[config.mk]
export PLATFORM = sky130hd
export DESIGN_NAME = irq_dispatch_ctrl
export DESIGN_NICKNAME = d
export VERILOG_FILES = /design/src/rtl/irq_ctrl_pkg.sv /design/src/rtl/irq_reg_bank.sv /design/src/rtl/irq_prio_pick.sv /design/src/rtl/irq_master_en.sv /design/src/rtl/irq_dispatch_ctrl.sv
export SDC_FILE = /design/constraint.sdc
export NUM_CORES = 1
export LEC_CHECK = 0
export BUFFER_PORTS_ARGS = -buffer_cell sky130_fd_sc_hd__buf_2
export CAP_MARGIN = 20
export CORE_ASPECT_RATIO = 1.1
export CORE_UTILIZATION = 45
export DETAILED_ROUTE_END_ITERATION = 10
export PLACE_DENSITY = 0.89
export SYNTH_ARGS = -nofsm -noshare
export SYNTH_HDL_FRONTEND = slang
export SYNTH_SLANG_ARGS = --single-unit
[constraint.sdc]
create_clock -name clk -period 1.6 [get_ports clk]
set_input_delay 0.32 -clock clk [delete_from_list [all_inputs] [get_ports clk]]
set_output_delay 0.32 -clock clk [all_outputs]
set_load 0.005 [all_outputs]
[src/rtl/irq_ctrl_pkg.sv]
// Package: shared types for the interrupt controller.
// Assumes: nothing beyond IEEE 1800-2017.
package irq_ctrl_pkg;

    // Master enable states: closed, armed by an enable pulse, open
    typedef enum logic [1:0] {
        MEN_OFF   = 2'd0,
        MEN_ARMED = 2'd1,
        MEN_ON    = 2'd2
    } men_state_e;

endpackage

[src/rtl/irq_reg_bank.sv]
// Module: pending and enable registers of the interrupt controller.
// What it does: holds one pending bit and one enable bit per source.
// Software may replace either register through the write port.
// Assumes: requests, software writes and dispatch clears can all hit a
// pending bit in the same cycle. A request has the highest priority.
module irq_reg_bank #(
    parameter int N_SRC  = 5,
    parameter int DATA_W = 8
) (
    input  logic              clk,
    input  logic              rst_n,
    input  logic [N_SRC-1:0]  req_i,
    input  logic              wr_en,
    input  logic              wr_sel,
    input  logic [DATA_W-1:0] wr_data,
    input  logic [N_SRC-1:0]  clr_mask,
    output logic [N_SRC-1:0]  pend_q,
    output logic [N_SRC-1:0]  en_q
);

    logic pend_wr;
    logic en_wr;

    // Decode which register the port write addresses
    always_comb begin
        pend_wr = wr_en && !wr_sel;
        en_wr   = wr_en &&  wr_sel;
    end

    genvar b;
    generate
        for (b = 0; b < N_SRC; b++) begin : g_bit
            logic base_pend;

            // Pending bit before the request is merged: written value or held value, minus a dispatch clear
            always_comb begin
                base_pend = pend_wr ? wr_data[b] : pend_q[b];
                if (clr_mask[b]) begin
                    base_pend = 1'b0;
                end
            end

            // Pending bit register; a request always sets it
            always_ff @(posedge clk) begin
                if (!rst_n) begin
                    pend_q[b] <= 1'b0;
                end else begin
                    pend_q[b] <= base_pend | req_i[b];
                end
            end

            // Enable bit register, written only by software
            always_ff @(posedge clk) begin
                if (!rst_n) begin
                    en_q[b] <= 1'b0;
                end else if (en_wr) begin
                    en_q[b] <= wr_data[b];
                end
            end
        end
    endgenerate

endmodule

[src/rtl/irq_prio_pick.sv]
// Module: fixed-priority picker and vector generator.
// What it does: finds the lowest set bit of the serviceable set and
// returns it one-hot, together with its vector BASE + STEP*index.
// Assumes: the vector arithmetic fits in DATA_W bits.
module irq_prio_pick #(
    parameter int N_SRC    = 5,
    parameter int DATA_W   = 8,
    parameter int VEC_BASE = 64,
    parameter int VEC_STEP = 8
) (
    input  logic [N_SRC-1:0]  svc_i,
    output logic              any_o,
    output logic [N_SRC-1:0]  win_o,
    output logic [DATA_W-1:0] vector_o
);

    // Scan from the top down so that the lowest set index is kept last
    always_comb begin
        any_o    = 1'b0;
        win_o    = '0;
        vector_o = '0;
        for (int i = N_SRC - 1; i >= 0; i--) begin
            if (svc_i[i]) begin
                any_o    = 1'b1;
                win_o    = '0;
                win_o[i] = 1'b1;
                vector_o = DATA_W'(VEC_BASE + i * VEC_STEP);
            end
        end
    end

endmodule

[src/rtl/irq_master_en.sv]
// Module: three-state master enable with delayed switch-on.
// What it does: an enable pulse arms the gate, and the next boundary
// check opens it without dispatching. A disable pulse or a dispatch
// closes the gate.
// Assumes: the pulses are one cycle wide. Disable has the highest priority.
module irq_master_en
    import irq_ctrl_pkg::*;
(
    input  logic       clk,
    input  logic       rst_n,
    input  logic       ei_i,
    input  logic       di_i,
    input  logic       boundary_i,
    input  logic       svc_any_i,
    output men_state_e state_q,
    output logic       dispatch_o
);

    men_state_e state_d;

    // Dispatch only at a boundary while the gate is already open
    always_comb begin
        dispatch_o = boundary_i && (state_q == MEN_ON) && svc_any_i;
    end

    // Next-state selection of the master enable
    always_comb begin
        state_d = state_q;
        if (di_i || dispatch_o) begin
            state_d = MEN_OFF;
        end else begin
            case (state_q)
                MEN_OFF:   if (ei_i)       state_d = MEN_ARMED;
                MEN_ARMED: if (boundary_i) state_d = MEN_ON;
                MEN_ON:                    state_d = MEN_ON;
                default:                   state_d = MEN_OFF;
            endcase
        end
    end

    // State register
    always_ff @(posedge clk) begin
        if (!rst_n) begin
            state_q <= MEN_OFF;
        end else begin
            state_q <= state_d;
        end
    end

endmodule

[src/rtl/irq_dispatch_ctrl.sv]
// Module: top of the interrupt controller.
// What it does: joins the registers, the priority picker and the master
// enable. It forms the serviceable set, the wake output and the read-back path.
// Assumes: N_SRC < DATA_W. Unused upper register bits read as 1.
module irq_dispatch_ctrl
    import irq_ctrl_pkg::*;
#(
    parameter int N_SRC    = 5,
    parameter int DATA_W   = 8,
    parameter int VEC_BASE = 64,
    parameter int VEC_STEP = 8
) (
    input  logic              clk,
    input  logic              rst_n,
    input  logic [N_SRC-1:0]  req_i,
    input  logic              reg_sel,
    input  logic              reg_wr,
    input  logic [DATA_W-1:0] reg_wdata,
    output logic [DATA_W-1:0] reg_rdata,
    input  logic              boundary_i,
    input  logic              ei_i,
    input  logic              di_i,
    output logic              dispatch_o,
    output logic [DATA_W-1:0] vector_o,
    output logic              wake_o
);

    localparam int PAD_W = DATA_W - N_SRC;

    logic [N_SRC-1:0] pend_q;
    logic [N_SRC-1:0] en_q;
    logic [N_SRC-1:0] svc;
    logic [N_SRC-1:0] win;
    logic [N_SRC-1:0] clr_mask;
    logic             svc_any;
    men_state_e       men_state;

    irq_reg_bank #(.N_SRC(N_SRC), .DATA_W(DATA_W)) u_regs (
        .clk      (clk),
        .rst_n    (rst_n),
        .req_i    (req_i),
        .wr_en    (reg_wr),
        .wr_sel   (reg_sel),
        .wr_data  (reg_wdata),
        .clr_mask (clr_mask),
        .pend_q   (pend_q),
        .en_q     (en_q)
    );

    // Serviceable set: pending and enabled
    always_comb begin
        svc = pend_q & en_q;
    end

    irq_prio_pick #(
        .N_SRC(N_SRC), .DATA_W(DATA_W),
        .VEC_BASE(VEC_BASE), .VEC_STEP(VEC_STEP)
    ) u_pick (
        .svc_i    (svc),
        .any_o    (svc_any),
        .win_o    (win),
        .vector_o (vector_o)
    );

    irq_master_en u_men (
        .clk        (clk),
        .rst_n      (rst_n),
        .ei_i       (ei_i),
        .di_i       (di_i),
        .boundary_i (boundary_i),
        .svc_any_i  (svc_any),
        .state_q    (men_state),
        .dispatch_o (dispatch_o)
    );

    // Clear the winning pending bit only in a dispatch cycle
    always_comb begin
        clr_mask = dispatch_o ? win : '0;
    end

    // Wake a halted core whenever something is serviceable
    always_comb begin
        wake_o = svc_any;
    end

    // Read-back of the selected register with the upper bits padded with ones
    always_comb begin
        reg_rdata = reg_sel ? {{PAD_W{1'b1}}, en_q} : {{PAD_W{1'b1}}, pend_q};
    end

endmodule

==> summary.md, run 1 <==
| Metric | Value |
|---|---|
| First-pass GRT wire length | 3040 um |
| FF-to-FF Start | u_regs.en_q[1]$_SDFFE_PN0P_ |
| Post-synthesis cell area | 801 um^2 |
| Max capacitance violation total | 0 |
| Die width | 42.2 um |
| Core Area | 0.00161 mm^2 |
| Final Hold Violating Endpoints | 0 |
| Antenna fix cells | 0 |
| Status | complete, no violations |
| R2R depth | 5 |
| YS warnings | 0 |
| Final slew viol count | 0 |
| Worst Setup End Kind | output pin |
| Rows | 15 |
| Yosys reg bits | 12 |
| Root buf cell | clkbuf_4 |
| Post-Synth Simple-Gate Area | 15.0% |
| Via count | 752 |
| Commonest non-fill, non-tap cell in the layout | buf_2 |
| Psw | 197 uW |
| Pre-Repair DR Iteration Count | 4 |
| Reg2reg setup slack | 0.22 ns |
| GRT overflow | 0 |
| Largest family of logic cells by synthesized area | compound AO/OA/AOI/OAI gates |
| Hold path start | req_i[2] |
| Share of cells above drive strength 1 | 42.3% |
| Comb pwr share | 21.2% |
| Data required, critical path | 1.28 ns |
| Fmax achieved | 632 MHz |
| Routed WL | 1850 um |
| Drt drc | 0 |
| IO Port Bufs | 27 |
| Initial antenna violation count | 0 |
| Post-synthesis xor/xnor area fraction | 0% |
| Synth cell types | 27 |
| WHS Endpoint | u_regs.pend_q[2]$_SDFF_PN0_ |
| Register area share after synthesis | 30.0% |
| Type of origin of the critical path | flip-flop |
| Setup-failing EPs final | 0 |
| WS Path Type | flip-flop to output pin |
| Maximum VDD drop | 693 uV |
| Unrepaired setup endpoints after global routing | true |
| Final clock skew | 0.00104 ns |
| CP arrival | 1.26 ns |
| Switching Share | 26.9% |
| Worst Hold Depth | 2 |
| Post-DP HPWL | 1350 um |
| PnR worst setup slack | 0.0178 ns |
| Largest net degree at the start of global routing | 12 |
| DP Worst Slack | 0.196 ns |
| Final TNS setup | 0 ns |
| Cell count after synthesis | 94 |
| Die height | 46.2 um |
| Clk slew on worst S/H paths | 0.08 ns |
| Most frequent cells in the layout | buf_2 (27), nand2_1 (10), nor2_1 (7), nand3_1 (7), conb_1 (7) |
| Worst hold-check path type | primary input to flip-flop |
| Ports | 38 |
| R2r endpoint | u_regs.pend_q[3]$_SDFF_PN0_ |
| Max Root-Sink Buffers | 2 |
| Number of global-route vias before repair | 693 |
| Critical path peak fanout | 4 |
| WL per Instance | 13.2 um |
| GRT Util Overall | 20.4% |
| Clock sink count | 12 |
| CTS tree | done |
| H-tree Lvls | 1 |
| Sequential share of power | 46.2% |
| Synth Area in Compound Gates | 19.1% |
| Pwr Density | 744 mW/mm^2 |
| Period utilisation layout | 98.9% |
| P_int | 537 uW |
| Antenna-violating nets left | 0 |
| Adder-cell share of the synthesized area | 6.25% |
| Vias/cell | 5.37 |
| Initial Utilization | 49.6% |
| Post-synthesis mux area share | 16.4% |
| Starting DRT DRC Count | 22 |
| CTS buffer count | 3 |
| Tmin final | 1.58 ns |
| Post-layout util | 61.2% |
| LEAKAGE | 0.499 nW |
| Worst-Skew Late Latency | 0.27 ns |
| Final nets | 148 |
| Die area | 0.00195 mm^2 |
| Avg Inst Size Synth | 8.52 um^2 |
| Clock power frac | 32.7% |
| Routability cong. | 0.833 |
| P&R area growth vs syn | 23.3% |
## layer usage
| metal | up-vias | share of wire, % | GRT usage [%] |
|---|---|---|---|
| li1 | 369 | - | - |
| met1 | 345 | 41 | 23.6 |
| met2 | 36 | 52 | 37.8 |
| met3 | 2 | 6.8 | 3.53 |
| met4 | 0 | 0.81 | 7.50 |
| met5 | - | 0 | 0 |
## cells in the mapped netlist
master    count  share of area [%]
dfxtp_1      12                 30
a21boi_0      5                4.7
o21ai_2       1                1.1
a22o_2        1                1.3
buf_6         1                1.4
mux2i_1       6                7.5
inv_1         5                2.3
and3b_1       1                1.1
o21a_1        4                3.8
buf_4         8                7.5
mux2_2        5                7.0
nand2b_1      1               0.78
nand2_1      10                4.7
a22oi_1       2                1.9
ha_1          4                6.3
mux2_4        1                1.9
a41oi_1       2                2.2
a21oi_1       2                1.3
buf_2         1               0.62
clkbuf_1      1               0.47
o21ai_0       1               0.62
nor2_1        7                3.3
o22ai_1       1               0.78
conb_1        2               0.94
nor2b_1       1               0.78
a31oi_1       2                1.6
nand3_1       7                4.4
## flip-flops by register name (all words and copies together) (netlist names)
signal         flops
u_men.state_q      2
u_regs.pend_q      5
u_regs.en_q        5
## worst max-delay path, cell delays in order (launching register included)
cell,delay [ns]
dfxtp_2,0.35
a22o_4,0.24
and3b_1,0.24
inv_1,0.05
buf_2,0.12
## what timing repair did
action                                 CTS  global route
setup endpoints to repair                4             4
buffers inserted                         2             1
endpoints found under the hold margin    0             0
resized for setup                        6             5
hold buffers                             0             0
pin swaps                                2             4
## stage by stage
step / instance area, um^2 / total power, mW / hold WS [ns] / instances
after floorplan: 820 / 0.445 / 0.444 / 99
after global placement: 903 / 0.479 / 0.488 / 133
after detailed placement: 903 / 0.487 / 0.505 / 133
after CTS: 972 / 0.735 / 0.249 / 139
after global routing: 987 / 0.774 / 0.254 / 140
final: 987 / 0.734 / 0.254 / 140
## power by group through the flow
stage / registers [mW] / clock network [mW] / logic, mW
6_report: 0.339 / 0.240 / 0.155
5_1_grt: 0.341 / 0.259 / 0.173
4_1_cts: 0.338 / 0.245 / 0.151
3_5_place_dp: 0.343 / 0 / 0.144
3_3_place_gp: 0.341 / 0 / 0.137
2_1_floorplan: 0.338 / 0 / 0.107
## cell type report
| class | count | area, um^2 |
|---|---|---|
| Fill cell | 141 | 627 |
| Multi-Input combinational cell | 71 | 495 |
| Sequential cell | 12 | 250 |
| Timing Repair Buffer | 31 | 165 |
| Clock buffer | 4 | 36.3 |
| Tap cell | 17 | 21.3 |
| Inverter | 5 | 18.8 |
## worst max-delay path by stage
stage / startpoint / end / cells after the start
floorplan: u_regs.pend_q[1]$_SDFF_PN0_ / vector_o[6] / 4
CTS: u_regs.en_q[1]$_SDFFE_PN0P_ / wake_o / 4
detailed placement: reg_sel / reg_rdata[1] / 4
finish: u_regs.en_q[1]$_SDFFE_PN0P_ / wake_o / 4
global route: u_regs.en_q[1]$_SDFFE_PN0P_ / vector_o[6] / 4
global placement: reg_sel / reg_rdata[0] / 4
## cells by family (layout without fill, tap and decap cells)
group	Yosys count	count (layout)
buf+inv	16	40
mux	12	12
flops	12	12
simple gates	27	27
compound gates	21	21
other cells	2	7
fa+ha+maj	4	4
Note: power is estimated with default switching activity, not from simulation.
==> run 2: changes to the inputs <==
- CORE_MARGIN: default -> 2
- SETUP_SLACK_MARGIN: default -> 0.2
==> run 2 against run 1 <==
Net effect:
- the run now ends with negative setup slack left
- cell area up 9.8%
- sequential share of layout area shrank 1.6 points
- setup slack got worse by 0.044 ns
- routed wire length rose by 18%
- global-route usage grew 0.33 points
- die area grew 9.3%
- critical endpoint is now vector_o[6]
==> summary.md, run 2 (same netlist as run 1, synthesis figures left out) <==
| Metric | Value |
|---|---|
| Setup-failing EPs final | 3 |
| R2R depth | 5 |
| IO Port Bufs | 27 |
| Drt drc | 0 |
| Antenna-violating nets left | 0 |
| WL per Instance | 14.9 um |
| Clk slew on worst S/H paths | 0.08 ns |
| Die area | 0.00213 mm^2 |
| Antenna fix cells | 0 |
| Inst Count DP | 134 |
| Final TNS setup | -0.0675 ns |
| R2r endpoint | u_regs.pend_q[3]$_SDFF_PN0_ |
| Post-cts hold buffer count | 0 |
| P&R area growth vs syn | 35.3% |
| Most frequent cells in the layout | buf_2 (24), nand2_1 (9), conb_1 (7), buf_4 (7) |
| Worst Setup End Kind | output pin |
| CP arrival | 1.31 ns |
| Status | finished with violations |
| Critical path peak fanout | 4 |
| Die width | 44.2 um |
| Die height | 48.2 um |
| Pwr Density | 718 mW/mm^2 |
| Share of cells above drive strength 1 | 50.0% |
| GRT overflow | 0 |
| H-tree Lvls | 1 |
| Data required, critical path | 1.28 ns |
| Max capacitance violation total | 0 |
| Period utilisation layout | 102% |
| Final Instance Area | 0.00108 mm^2 |
| Routability cong. | 0.745 |
| Reg2reg setup slack | 0.21 ns |
| Final slew viol count | 0 |
| Fin Hold WS | 0.248 ns |
| Worst hold-check path type | primary input to flip-flop |
| FF-to-FF Start | u_regs.en_q[1]$_SDFFE_PN0P_ |
| Commonest non-fill, non-tap cell in the layout | buf_2 |
| WS Path Type | flip-flop to output pin |
| Maximum VDD drop | 810 uV |
| Via count | 806 |
| Type of origin of the critical path | flip-flop |
| Worst-Skew Late Latency | 0.29 ns |
| Total chip power | 778 uW |
| CP endpoint | vector_o[6] |
| Cell Count, Final, Fillers Out | 146 |
| Final Hold Violating Endpoints | 0 |
| DP Worst Slack | 0.156 ns |
| Unrepaired setup endpoints after global routing | true |
| Post-layout util | 62.9% |
| Placed cell area | 905 um^2 |
| GRT Util Overall | 20.7% |
| First-pass GRT wire length | 3120 um |
| Ports | 38 |
| Post-DP HPWL | 1320 um |
| CP startpoint | u_regs.en_q[1]$_SDFFE_PN0P_ |
| Number of global-route vias before repair | 706 |
| Starting DRT DRC Count | 23 |
| Root buf cell | clkbuf_4 |
| Rows | 16 |
| Initial antenna violation count | 0 |
| Tmin final | 1.63 ns |
| Failing checks | negative setup slack |
| Fill cells | 130 |
| Clock sink count | 12 |
| Largest registers | u_regs.en_q: 5 flops, u_regs.pend_q: 5 flops, u_men.state_q: 2 flops |
| Fmax achieved | 615 MHz |
| Vias/cell | 5.52 |
| Core Area | 0.00172 mm^2 |
| Routed WL | 2180 um |
| PnR worst setup slack | -0.0257 ns |
| Pre-Repair DR Iteration Count | 4 |
| Final nets | 153 |
| Largest net degree at the start of global routing | 12 |
| Final clock skew | 0.00623 ns |
| Max Root-Sink Buffers | 2 |
| LEAKAGE | 0.539 nW |
| CTS tree | done |
| Initial Utilization | 46.5% |
| CTS buffer count | 3 |
run 2: changes by cell type in the layout (fill, tap and decap cells not counted), sizes merged:
cell / delta
buf: +5
run 2: final cells by class:
type                            count  area [um^2]  area share [%]
Multi-Input combinational cell     71          519            47.9
Sequential cell                    12          258            23.8
Timing Repair Buffer               36          229            21.1
Clock buffer                        4         36.3            3.35
Tap cell                           18         22.5            2.08
Inverter                            5         18.8            1.73
run 2: report_power, final:
group | leakage (nW) | switching, mW | internal, mW | total (mW)
clock network | 0.0210 | 0.110 | 0.139 | 0.249
logic | 0.415 | 0.0862 | 0.104 | 0.190
registers | 0.102 | 0.0224 | 0.317 | 0.339
run 2: worst min-delay path by stage:
| stage | from | endpoint | slack [ns] | depth (start not counted) |
|---|---|---|---|---|
| floorplan | req_i[1] | u_regs.pend_q[1]$_SDFF_PN0_ | 0.44 | 1 |
| global placement | u_regs.en_q[4]$_SDFFE_PN0P_ | u_regs.en_q[4]$_SDFFE_PN0P_ | 0.48 | 2 |
| detailed placement | u_regs.en_q[4]$_SDFFE_PN0P_ | u_regs.en_q[4]$_SDFFE_PN0P_ | 0.49 | 2 |
| CTS | req_i[2] | u_regs.pend_q[2]$_SDFF_PN0_ | 0.24 | 2 |
| global route | req_i[0] | u_regs.pend_q[0]$_SDFF_PN0_ | 0.26 | 2 |
| finish | req_i[1] | u_regs.pend_q[1]$_SDFF_PN0_ | 0.25 | 2 |
run 2: worst max-delay path: stages (launching register included):
cell     delay (ns)
dfxtp_2        0.35
a22o_4         0.26
and3b_2        0.25
inv_1          0.05
buf_2          0.12
run 2: what timing repair did:
item / in CTS / in global routing
setup buffers: 5 / 3
setup endpoints to repair: 8 / 11
gates resized for setup: 23 / 5
pin swaps: 4 / 2
run 2: layer usage:
layer | global-route usage [%] | wire length, um
met1 | 22.8 | 822
met2 | 39.1 | 1160
met3 | 4.07 | 147
met4 | 9.09 | 48
met5 | 0 | 0
==> run 3: changes to the inputs <==
- MAX_ROUTING_LAYER: default -> met4
==> run 3 against run 2 <==
Net effect:
- the flow still finishes with violations (negative setup slack)
- non-clock buffer count stayed put
- total power is 0.22% higher
- global-route usage is 0.76 points higher
- largest cell class unchanged
==> summary.md, run 3 (same netlist as run 1, synthesis figures left out) <==
| Metric | Value |
|---|---|
| Post-cts hold buffer count | 0 |
| R2R depth | 5 |
| Clk slew on worst S/H paths | 0.08 ns |
| GRT Util Overall | 21.4% |
| Sequential share of power | 43.6% |
| Inst Count DP | 134 |
| Antenna-violating nets left | 0 |
| Share of cells above drive strength 1 | 50.0% |
| Antenna fix cells | 0 |
| Routed WL | 2220 um |
| Initial Utilization | 46.5% |
| Initial antenna violation count | 0 |
| Switching Share | 28.2% |
| Critical path peak fanout | 4 |
| Crit-path max cell delay | 0.35 ns |
| Max Root-Sink Buffers | 2 |
| Die width | 44.2 um |
| Fmax achieved | 614 MHz |
| P&R area growth vs syn | 35.3% |
| Type of origin of the critical path | flip-flop |
| CP startpoint | u_regs.en_q[1]$_SDFFE_PN0P_ |
| IO Port Bufs | 27 |
| R2r endpoint | u_regs.pend_q[3]$_SDFF_PN0_ |
| Final nets | 153 |
| CP arrival | 1.31 ns |
| Failing checks | negative setup slack |
| Comb pwr share | 24.4% |
| Drt drc | 0 |
| Worst path bufs/invs | 2 |
| Number of global-route vias before repair | 702 |
| Final Hold Violating Endpoints | 0 |
| WL per Instance | 15.2 um |
| Slowest stage cell, crit path | dfxtp_2 |
| Root buf cell | clkbuf_4 |
| Final slew viol count | 0 |
| Worst Hold Depth | 2 |
| Setup-failing EPs final | 3 |
| GRT overflow | 0 |
| Largest net degree at the start of global routing | 12 |
| CTS tree | done |
| Clock sink count | 12 |
| Pwr Density | 719 mW/mm^2 |
| Ports | 38 |
| WS Path Type | flip-flop to output pin |
| DP Worst Slack | 0.156 ns |
| Via count | 814 |
| WHS Endpoint | u_regs.pend_q[1]$_SDFF_PN0_ |
| Vias/cell | 5.58 |
| Psw | 220 uW |
| Post-DP HPWL | 1320 um |
| Die height | 48.2 um |
| Die area | 0.00213 mm^2 |
| Final Instance Area | 0.00108 mm^2 |
| Max capacitance violation total | 0 |
| PnR worst setup slack | -0.0290 ns |
| Most frequent cells in the layout | buf_2 (24), nand2_1 (9), conb_1 (7), buf_4 (7) |
| Core Area | 0.00172 mm^2 |
| CTS buffer count | 3 |
| Unrepaired setup endpoints after global routing | true |
| Largest delay contributor family on the critical path | flip-flops |
| Final clock skew | 0.00715 ns |
| FF-to-FF Start | u_regs.en_q[1]$_SDFFE_PN0P_ |
| Worst-Skew Late Latency | 0.29 ns |
| Period utilisation layout | 102% |
| Commonest non-fill, non-tap cell in the layout | buf_2 |
| P_int | 559 uW |
| Cell Count, Final, Fillers Out | 146 |
| Final TNS setup | -0.0774 ns |
| Rows | 16 |
| Hold path start | req_i[1] |
| Clock power frac | 32.0% |
| Largest registers | u_regs.en_q: 5 flops, u_regs.pend_q: 5 flops, u_men.state_q: 2 flops |
| Reg2reg setup slack | 0.20 ns |
| First-pass GRT wire length | 3130 um |
| Maximum VDD drop | 811 uV |
| LEAKAGE | 0.539 nW |
| Data required, critical path | 1.28 ns |
| Worst Setup End Kind | output pin |
| Starting DRT DRC Count | 26 |
| Placed cell area | 905 um^2 |
| Post-layout util | 62.9% |
| Tmin final | 1.63 ns |
| Worst hold-check path type | primary input to flip-flop |
| Routability cong. | 0.754 |
| Status | finished with violations |
| H-tree Lvls | 1 |
| Pre-Repair DR Iteration Count | 4 |
| Critical path, cell by cell | a22o_4, and3b_2, inv_1, buf_2 |
[run 3: cell counts in the layout (fill, tap and decap cells not counted)]
Identical to the previous run, type by type.
[run 3: power groups by stage]
stage                     combinational, mW  sequential (mW)  clock (mW)
after global placement                0.137            0.341           0
after CTS                             0.171            0.340       0.248
after floorplan                       0.107            0.338           0
final                                 0.190            0.339       0.249
after global routing                  0.208            0.342       0.260
after detailed placement              0.142            0.344           0
[run 3: worst max path at each step]
stage | endpoint | cells after the start
2_1_floorplan | vector_o[6] | 4
3_3_place_gp | u_regs.pend_q[4]$_SDFF_PN0_ | 5
3_5_place_dp | u_regs.pend_q[0]$_SDFF_PN0_ | 5
6_report | vector_o[6] | 4
5_1_grt | dispatch_o | 4
4_1_cts | vector_o[6] | 4
[run 3: cell type report]
class                   instances  area [um^2]
clock buffers                   4         36.3
fillers                       130          638
inverters                       5         18.8
multi-input cells              71          519
flip-flops and latches         12          258
well taps                      18         22.5
repair buffers                 36          229
[run 3: what timing repair did]
action	CTS	global route
buffers inserted	5	3
gates resized for setup	23	5
setup endpoints to repair	8	11
cloned	0	0
pin swaps	4	2
[run 3: worst register-to-register path, cell delays in order, from the launching register on]
cell,delay [ns]
dfxtp_2,0.35
a22o_4,0.26
buf_4,0.14
nor2_1,0.22
a41oi_1,0.15
o21a_1,0.18
[run 3: routing by layer]
| layer | up-vias | track usage (%) | share of wire [%] |
|---|---|---|---|
| met4 | 0 | 9.09 | 2.2 |
| met3 | 7 | 3.70 | 6.2 |
| li1 | 383 | - | - |
| met1 | 386 | 23.3 | 39 |
| met5 | - | - | 0 |
| met2 | 38 | 39.1 | 53 |
[run 3: through the flow]
step,power [mW],hold WS [ns]
6_report,0.779,0.248
5_1_grt,0.810,0.256
4_1_cts,0.759,0.236
3_5_place_dp,0.486,0.492
3_3_place_gp,0.478,0.481
2_1_floorplan,0.445,0.444
